[src/rtl/slot_ring_writer.sv]
module slot_ring_writer #(
  parameter int DATA_W          = 64,
  parameter int ADDR_W          = 32,
  parameter int BURST_BYTES     = 128,
  parameter int BURSTS_PER_SLOT = 2,
  parameter int IDX_W           = 8,
  parameter int SEQ_W           = 16,
  parameter int SEQ_LSB         = 32,
  parameter int CNT_W           = 16
) (
  input  logic              clk,
  input  logic              rst,
  input  logic [ADDR_W-1:0] cfg_base,
  input  logic [IDX_W-1:0]  cfg_slots,
  input  logic [CNT_W-1:0]  cfg_poll,
  input  logic [CNT_W-1:0]  cfg_timeout,
  input  logic              in_valid,
  output logic              in_ready,
  input  logic [DATA_W-1:0] in_data,
  output logic              cmd_valid,
  input  logic              cmd_ready,
  output logic              cmd_write,
  output logic [ADDR_W-1:0] cmd_addr,
  output logic [$clog2(BURST_BYTES/(DATA_W/8)+1)-1:0] cmd_beats,
  output logic              wr_valid,
  input  logic              wr_ready,
  output logic [DATA_W-1:0] wr_data,
  output logic              wr_last,
  input  logic              wr_ack,
  input  logic              rd_valid,
  input  logic [DATA_W-1:0] rd_data,
  output logic              ovf
);
  localparam int BEAT_BYTES  = DATA_W / 8;
  localparam int BURST_BEATS = BURST_BYTES / BEAT_BYTES;
  localparam int SLOT_BYTES  = (BURSTS_PER_SLOT + 1) * BURST_BYTES;
  localparam int BEAT_W      = $clog2(BURST_BEATS + 1);
  localparam int BCNT_W      = (BURST_BEATS > 1) ? $clog2(BURST_BEATS) : 1;
  localparam int BSEL_W      = $clog2(BURSTS_PER_SLOT + 1);
  localparam int ACK_W       = $clog2(BURSTS_PER_SLOT + 2);
  localparam logic [ADDR_W-1:0] BURST_STEP = ADDR_W'(BURST_BYTES);
  localparam logic [ADDR_W-1:0] SLOT_STEP  = ADDR_W'(SLOT_BYTES);

  typedef enum logic [3:0] {
    S_RD_CMD, S_RD_WAIT, S_POLL, S_PL_CMD, S_PL_DATA,
    S_ACK_WAIT, S_DS_CMD, S_DS_DATA, S_DS_ACK
  } state_t;

  state_t             st;
  logic [IDX_W-1:0]   idx;
  logic [ADDR_W-1:0]  slot_addr;
  logic [ADDR_W-1:0]  pl_addr;
  logic [BSEL_W-1:0]  burst;
  logic [BCNT_W-1:0]  beat;
  logic [ACK_W-1:0]   acks;
  logic [SEQ_W-1:0]   seq;
  logic [CNT_W-1:0]   poll_cnt;
  logic [CNT_W-1:0]   stall_cnt;
  logic               stalling;
  logic [DATA_W-1:0]  desc_word;

  wire beat_go   = wr_valid && wr_ready;
  wire last_beat = (beat == BCNT_W'(BURST_BEATS - 1));

  always_comb begin
    desc_word = '0;
    desc_word[0] = 1'b1;
    desc_word[SEQ_LSB +: SEQ_W] = seq;
  end

  assign cmd_valid = (st == S_RD_CMD) || (st == S_PL_CMD) || (st == S_DS_CMD);
  assign cmd_write = (st != S_RD_CMD);
  assign cmd_addr  = (st == S_PL_CMD) ? pl_addr : slot_addr;
  assign cmd_beats = (st == S_PL_CMD) ? BEAT_W'(BURST_BEATS) : BEAT_W'(1);
  assign in_ready  = (st == S_PL_DATA) && wr_ready;
  assign wr_valid  = (st == S_PL_DATA) ? in_valid : (st == S_DS_DATA);
  assign wr_data   = (st == S_DS_DATA) ? desc_word : in_data;
  assign wr_last   = (st == S_DS_DATA) || ((st == S_PL_DATA) && last_beat);

  always_ff @(posedge clk) begin
    if (rst) begin
      st        <= S_RD_CMD;
      idx       <= '0;
      slot_addr <= cfg_base;
      pl_addr   <= '0;
      burst     <= '0;
      beat      <= '0;
      acks      <= '0;
      seq       <= '0;
      poll_cnt  <= '0;
      stall_cnt <= '0;
      stalling  <= 1'b0;
      ovf       <= 1'b0;
    end else begin
      if (wr_ack) acks <= acks + 1'b1;
      if (stalling) begin
        if (stall_cnt != '1) stall_cnt <= stall_cnt + 1'b1;
        if (stall_cnt > cfg_timeout) ovf <= 1'b1;
      end
      unique case (st)
        S_RD_CMD:
          if (cmd_ready) st <= S_RD_WAIT;
        S_RD_WAIT:
          if (rd_valid) begin
            if (rd_data[0]) begin
              st       <= S_POLL;
              poll_cnt <= cfg_poll;
              stalling <= 1'b1;
            end else begin
              st        <= S_PL_CMD;
              pl_addr   <= slot_addr + BURST_STEP;
              burst     <= '0;
              acks      <= '0;
              stalling  <= 1'b0;
              stall_cnt <= '0;
            end
          end
        S_POLL:
          if (poll_cnt == '0) st <= S_RD_CMD;
          else poll_cnt <= poll_cnt - 1'b1;
        S_PL_CMD:
          if (cmd_ready) begin
            st   <= S_PL_DATA;
            beat <= '0;
          end
        S_PL_DATA:
          if (beat_go) begin
            beat <= beat + 1'b1;
            if (last_beat) begin
              if (burst == BSEL_W'(BURSTS_PER_SLOT - 1)) begin
                st <= S_ACK_WAIT;
              end else begin
                st      <= S_PL_CMD;
                burst   <= burst + 1'b1;
                pl_addr <= pl_addr + BURST_STEP;
              end
            end
          end
        S_ACK_WAIT:
          if (acks == ACK_W'(BURSTS_PER_SLOT)) st <= S_DS_CMD;
        S_DS_CMD:
          if (cmd_ready) st <= S_DS_DATA;
        S_DS_DATA:
          if (wr_ready) st <= S_DS_ACK;
        S_DS_ACK:
          if (wr_ack) begin
            st  <= S_RD_CMD;
            seq <= seq + 1'b1;
            if (idx == cfg_slots - 1'b1) begin
              idx       <= '0;
              slot_addr <= cfg_base;
            end else begin
              idx       <= idx + 1'b1;
              slot_addr <= slot_addr + SLOT_STEP;
            end
          end
        default: st <= S_RD_CMD;
      endcase
    end
  end
endmodule


[config.mk]
export PLATFORM = sky130hd
export DESIGN_NAME = slot_ring_writer
export DESIGN_NICKNAME = d
export VERILOG_FILES = /design/src/rtl/slot_ring_writer.sv
export SDC_FILE = /design/constraint.sdc
export NUM_CORES = 1
export LEC_CHECK = 0
export ABC_AREA = 1
export BUFFER_PORTS_ARGS = -buffer_cell sky130_fd_sc_hd__buf_2
export CORE_ASPECT_RATIO = 2
export CORE_MARGIN = 5
export CORE_UTILIZATION = 58
export CTS_BUF_LIST = sky130_fd_sc_hd__clkbuf_4 sky130_fd_sc_hd__clkbuf_8
export CTS_CLUSTER_DIAMETER = 150
export CTS_CLUSTER_SIZE = 25
export DETAILED_ROUTE_END_ITERATION = 16
export MAX_ROUTING_LAYER = met4
export PLACE_DENSITY_LB_ADDON = 0.25
export SYNTH_ARGS = -nofsm -noshare
export SYNTH_HDL_FRONTEND = slang
export SYNTH_SLANG_ARGS = --single-unit
[constraint.sdc]
create_clock -name clk -period 3.4 [get_ports clk]
set_clock_uncertainty 0.15 [all_clocks]
set_input_delay 0 -clock clk [delete_from_list [all_inputs] [get_ports clk]]
set_output_delay 0 -clock clk [all_outputs]
set_load 0.1 [all_outputs]
# Word-level counts from Yosys, hierarchy flattened
# Cells that the tools add are included.
# totals
regBits	134
inputBits	207
out_inout_bits	107
wordCells	124
# op_classes
add_sub_neg	11
order_cmp	1
n_eq_ne	27
n_mux	51
reduce_logical	22
# ops
cell	n
$mux 32	10
$mux 16	8
$add 32x8->32 const B	2
$mux 64	1
$pmux 32 s2	1
$mux 4	12
$pmux 4 s9	1
$add 16x1->16 const B	2
$add 32x9->32 const B	1
$pmux 16 s2	1
$ne 2x2->1 const B	14
$mux 2	9
$eq 4x3->1 const B	4
$gt 16x16->1	1
$logic_not 16->1	1
$ne 16x16->1 const B	1
$sub 16x1->16 const B	1
$reduce_and 10->1	1
$reduce_bool 2->1	5
$add 8x1->8 const B	1
$eq 4x2->1 const B	2
$eq 4x4->1 const B	2
$eq 8x8->1	1
$mux 8	1
19 further kinds	29

# Longest topological paths before layout
# logic_depth
depth_word	6
mapped_depth	15
mapped_depth_nobuf	14

# Least setup slack after synthesis
# No wires, ideal clock.
# synth_path
path_kind	register to output
start	reg st[3]
end	out cmd_addr[0]
t_arrival_ps	3840
t_required_ps	3250
path_slack_ps	-590
path_stages_with_launch	7
n_path_buf	1
cell_sequence	dfxtp_1 nor2_2 inv_2 nor2_2 inv_2 clkbuf_1 o21ai_0
# synth_between
elab_chain_len	2
# synth_lines
element	line	rtl
start: declaration	49	state_t st;
start signal: assignment	82	st <= S_RD_CMD;
start signal: assignment	102	if (cmd_ready) st <= S_RD_WAIT;
start signal: assignment	106	st <= S_POLL;
$eq 4x2->1	73	assign cmd_addr = (st == S_PL_CMD) ? pl_addr : slot_addr;
$mux 32	73	
end: declaration	23	output logic [ADDR_W-1:0] cmd_addr,
# Every way passes these cells.

# Worst setup path in the final report
# layout_path
start	reg st[3]
end	reg st[0]
# layout_between
elab_chain_len	5
word_cells_on_any_way	23
cone_classes	eq/ne: 18; mux: 2; reduce/logical: 3
# layout_lines
element	line	rtl
$eq 4x3->1	76, 100	
$mux 1	76	assign wr_valid = (st == S_PL_DATA) ? in_valid : (st == S_DS_DATA);
$logic_and 1x1->1	62	wire beat_go = wr_valid && wr_ready;
$ne 2x2->1 (no line)	--	
$reduce_and 10->1 (no line)	--	
# Several ways; a longest one is shown, not always the timed one.
# A chain may end at the register's enable or synchronous reset.

==> flow_summary_export.csv <==
group,metric,value,unit
finish,layout-drive-gt1-share,18.65,%
critical_path,reg2reg_depth,9,
clock_tree,clkLatencyLatePin,0.47,ns
critical_path,crit_chain,"inv_1 -> nand2_2 -> nor2_4 -> inv_1 -> o22ai_1 -> nor3_2 -> nand2_1 -> dlygate4sd3_1 -> a21oi_1",
logic_synthesis,synth-edff-count,32,
hold_path,hold_depth,7,
finish,finalCoreUtilization,72.62,%
critical_path,slowest_delay,0.65,ns
logic_synthesis,synth_area_leaders,"dfxtp_1, nand2_1, edfxtp_1, inv_1, nor2_1",
pwr,max-vdd-ir-drop,0.0003687,V
sta,finalSetupViolCount,0,
global_route,grt_first_pass_wirelength,56690,um
hold_path,min_from,"cfg_timeout[0]",
logic_synthesis,ys_types,50,
route,dr.pass1.iters,7,
route,antenna_left,0,
hold_path,min_to,"ovf",
route,drt_iter0_markers,734,
clock_tree,cts.clk_slew.worst_paths,0.09,ns
floorplanning,rows,68,
logic_synthesis,netlist.area_leader.share,20.32,%
sta,clock.fmax,325.4,MHz
global_route,grt_max_degree,54,
critical_path,critPathBufInv,3,
floorplanning,initial_core_util,58.47,%
clock_tree,post_cts_buffers,0,
critical_path,crit_path_frequent_cell,"inv_1",
critical_path,cp-start-kind,"flop",
route,drcViolationCount,0,
clock_tree,clockBufferDepth,2,
logic_synthesis,synth_top_family_by_area,"simple AND/OR/NAND/NOR gates",
critical_path,r2r_setup_slack,0.33,ns
pwr,cellLeakagePower,6.243,nW
clock_tree,clkSinkCount,134,
global_route,grtUsageTotal,37.07,%
route,routed_via_density,5.464,
sta,rsz0062_at_grt,"false",
floorplanning,die_width,103.1,um
floorplanning,die_h,196.2,um
logic_synthesis,synth.mux.area_fraction,0,%
clock_tree,cts_tree,"yes",
place,gp_congestion,1.051,
hold_path,hp-class,"primary input to flop",
pwr,p_per_area,546.4,nW/um2
global_route,antenna_found_initial,0,
logic_synthesis,yosysTopAreaCell,"dfxtp_1",
sta,fin_hold_ws,0.02808,ns
finish,fin_nets,2135,
finish,antenna_cells,0,
critical_path,critPathTopFamily,"buffers and inverters",
logic_synthesis,netlist_area,10050,um2
critical_path,required,3.65,ns
logic_synthesis,ys_seq_area_share,29.88,%
logic_synthesis,synth-xor-area-share,5.403,%
sta,hold_viol,0,
run_status,status,"completed",
critical_path,worstPathMaxFanout,31,
logic_synthesis,ys_warn_count,0,
logic_synthesis,ys_ff_latch,134,
logic_synthesis,synth.avg_cell_area,6.238,um2
critical_path,r2r-start,"st[3]",
floorplanning,core-area,17190,um2
finish,area_growth,24.19,%
sta,tightest_slew,0.9041,ns
critical_path,crit_arrival,3.32,ns
global_route,grt_overflow,0,
critical_path,rr_endpoint,"st[0]",
critical_path,cp-end-kind,"flop",
clock_tree,htree_levels,4,
sta,relSlewSlack,39.66,%
floorplanning,die_area,20220,um2
floorplanning,pin_count,314,
global_route,grt_pass1_vias,11581,
logic_synthesis,synth-simple-area-share,36.22,%
logic_synthesis,ys.flop_type,"dfxtp_1",
logic_synthesis,synth-compound-area-share,12.25,%
clock_tree,cts_buffers,17,
logic_synthesis,synth_adder_area_share,3.362,%
route,wire_per_inst,17.15,um
place,hpwl,27490,um
logic_synthesis,postSynthCellCount,1611,
logic_synthesis,synth_async_sr_flop_share,0,%
clock_tree,clockRootBuffer,"clkbuf_8",
route,vias,11606,
sta,fin_crit_sh,90.40,%
place,io_buffer_count,247,
critical_path,slowest_stage,"inv_1",
route,wirelength,36430,um
sta,drv_slew,0,
critical_path,critPathKind,"flop to flop",
sta,min_period,3.073,ns
flow_run,maxCapViolCount,0,
## worst max-delay path by stage
stage	from	to	slack [ns]	depth (start not counted)
2_1_floorplan	st[3]	cmd_addr[0]	-0.59	6
3_3_place_gp	st[0]	seq[14]	0.74	9
3_5_place_dp	st[2]	pl_addr[16]	0.69	11
4_1_cts	st[3]	st[0]	0.36	9
5_1_grt	st[3]	st[0]	0.12	9
6_report	st[3]	st[0]	0.33	9
## registers in the layout (all words and copies together), names as in the netlist
signal / cells
burst: 2
poll_cnt: 16
acks: 2
beat: 4
idx: 8
stalling: 1
slot_addr: 32
seq: 16
ovf: 1
pl_addr: 32
stall_cnt: 16
st: 4
## routing by layer
metal	wire length [um]	track usage [%]	share of wire (%)
met1	12040	35.45	33
met2	19050	65.05	52
met3	2180	5.445	6.0
met4	3153	26.85	8.7
met5	0	-	0
## synthesized netlist by cell type (all sizes together), types with 29 or more instances
library cell,instances
nor3,31
edfxtp,32
dfxtp,102
nand2,435
o21ai,124
inv,258
a21oi,76
nand3,99
nor2,233
xor2,51
clkbuf,29
## worst reg2reg max path: cells and delay by family (launching register included)
| kind | cells | cell delay, ns |
|---|---|---|
| simple gates | 4 | 0.66 |
| compound gates | 2 | 0.36 |
| buf+inv | 3 | 1.33 |
| flops | 1 | 0.53 |
## through the flow
step | setup TNS [ns] | instances | setup WS, ns | power [mW] | area [um2]
after floorplan | -4.130 | 1613 | -0.5900 | 4.354 | 10060
after global placement | 0 | 2032 | 0.7388 | 4.932 | 11380
after detailed placement | 0 | 2032 | 0.6925 | 4.983 | 11380
after CTS | 0 | 2124 | 0.3566 | 6.749 | 12480
after global routing | 0 | 2124 | 0.1158 | 7.165 | 12480
final | 0 | 2124 | 0.3265 | 6.819 | 12480
## kinds of logic after synthesis
| group | count (synthesis) |
|---|---|
| and+or+nand+nor | 843 |
| xor gates and xnor gates | 62 |
| adders and majority gates | 27 |
| buffers and inverters | 315 |
| AOI/OAI and AO/OA | 229 |
| other | 1 |
| DFF | 134 |
## what timing repair did
item                      in CTS  in global routing
hold endpoints to repair      68                  0
gates resized for setup        0                  0
hold buffers                  60                  0
## area by class of cell
cell class	instances	area, um2
sequential	134	3003
multi-input combinational	1164	5776
inverter	259	972.2
timing repair buffer	325	1972
clock buffer	21	276.5
fill	1504	4706
clock inverter	11	219.0
tap	210	262.8
## report_power, final
part	switching (mW)	leakage, nW	internal, mW
clock network	0.696	0.248	1.01
logic	2.21	4.86	0.822
registers	0.221	1.14	1.86
## cell usage in the layout, fill, tap and decap left out, types with 6 or more instances in the layout
master / synthesis / final
nand3b_1: 11 / 11
buf_2: 12 / 247
edfxtp_1: 32 / 32
nand3_1: 95 / 95
o21ai_0: 115 / 95
bufinv_16: 0 / 6
o21ai_1: 8 / 28
nand2_2: 13 / 13
dlygate4sd3_1: 0 / 60
nor2_4: 5 / 7
inv_1: 250 / 250
dfxtp_1: 102 / 102
nand4_1: 22 / 22
buf_4: 5 / 18
nor2_1: 214 / 213
a21oi_1: 74 / 74
nand2_1: 420 / 420
xnor2_1: 11 / 11
clkbuf_8: 0 / 19
ha_1: 27 / 27
nor2_2: 13 / 12
inv_2: 8 / 8
xor2_1: 51 / 51
nor3_1: 28 / 28
a31oi_1: 6 / 6
(Power assumes the default switching activity.)
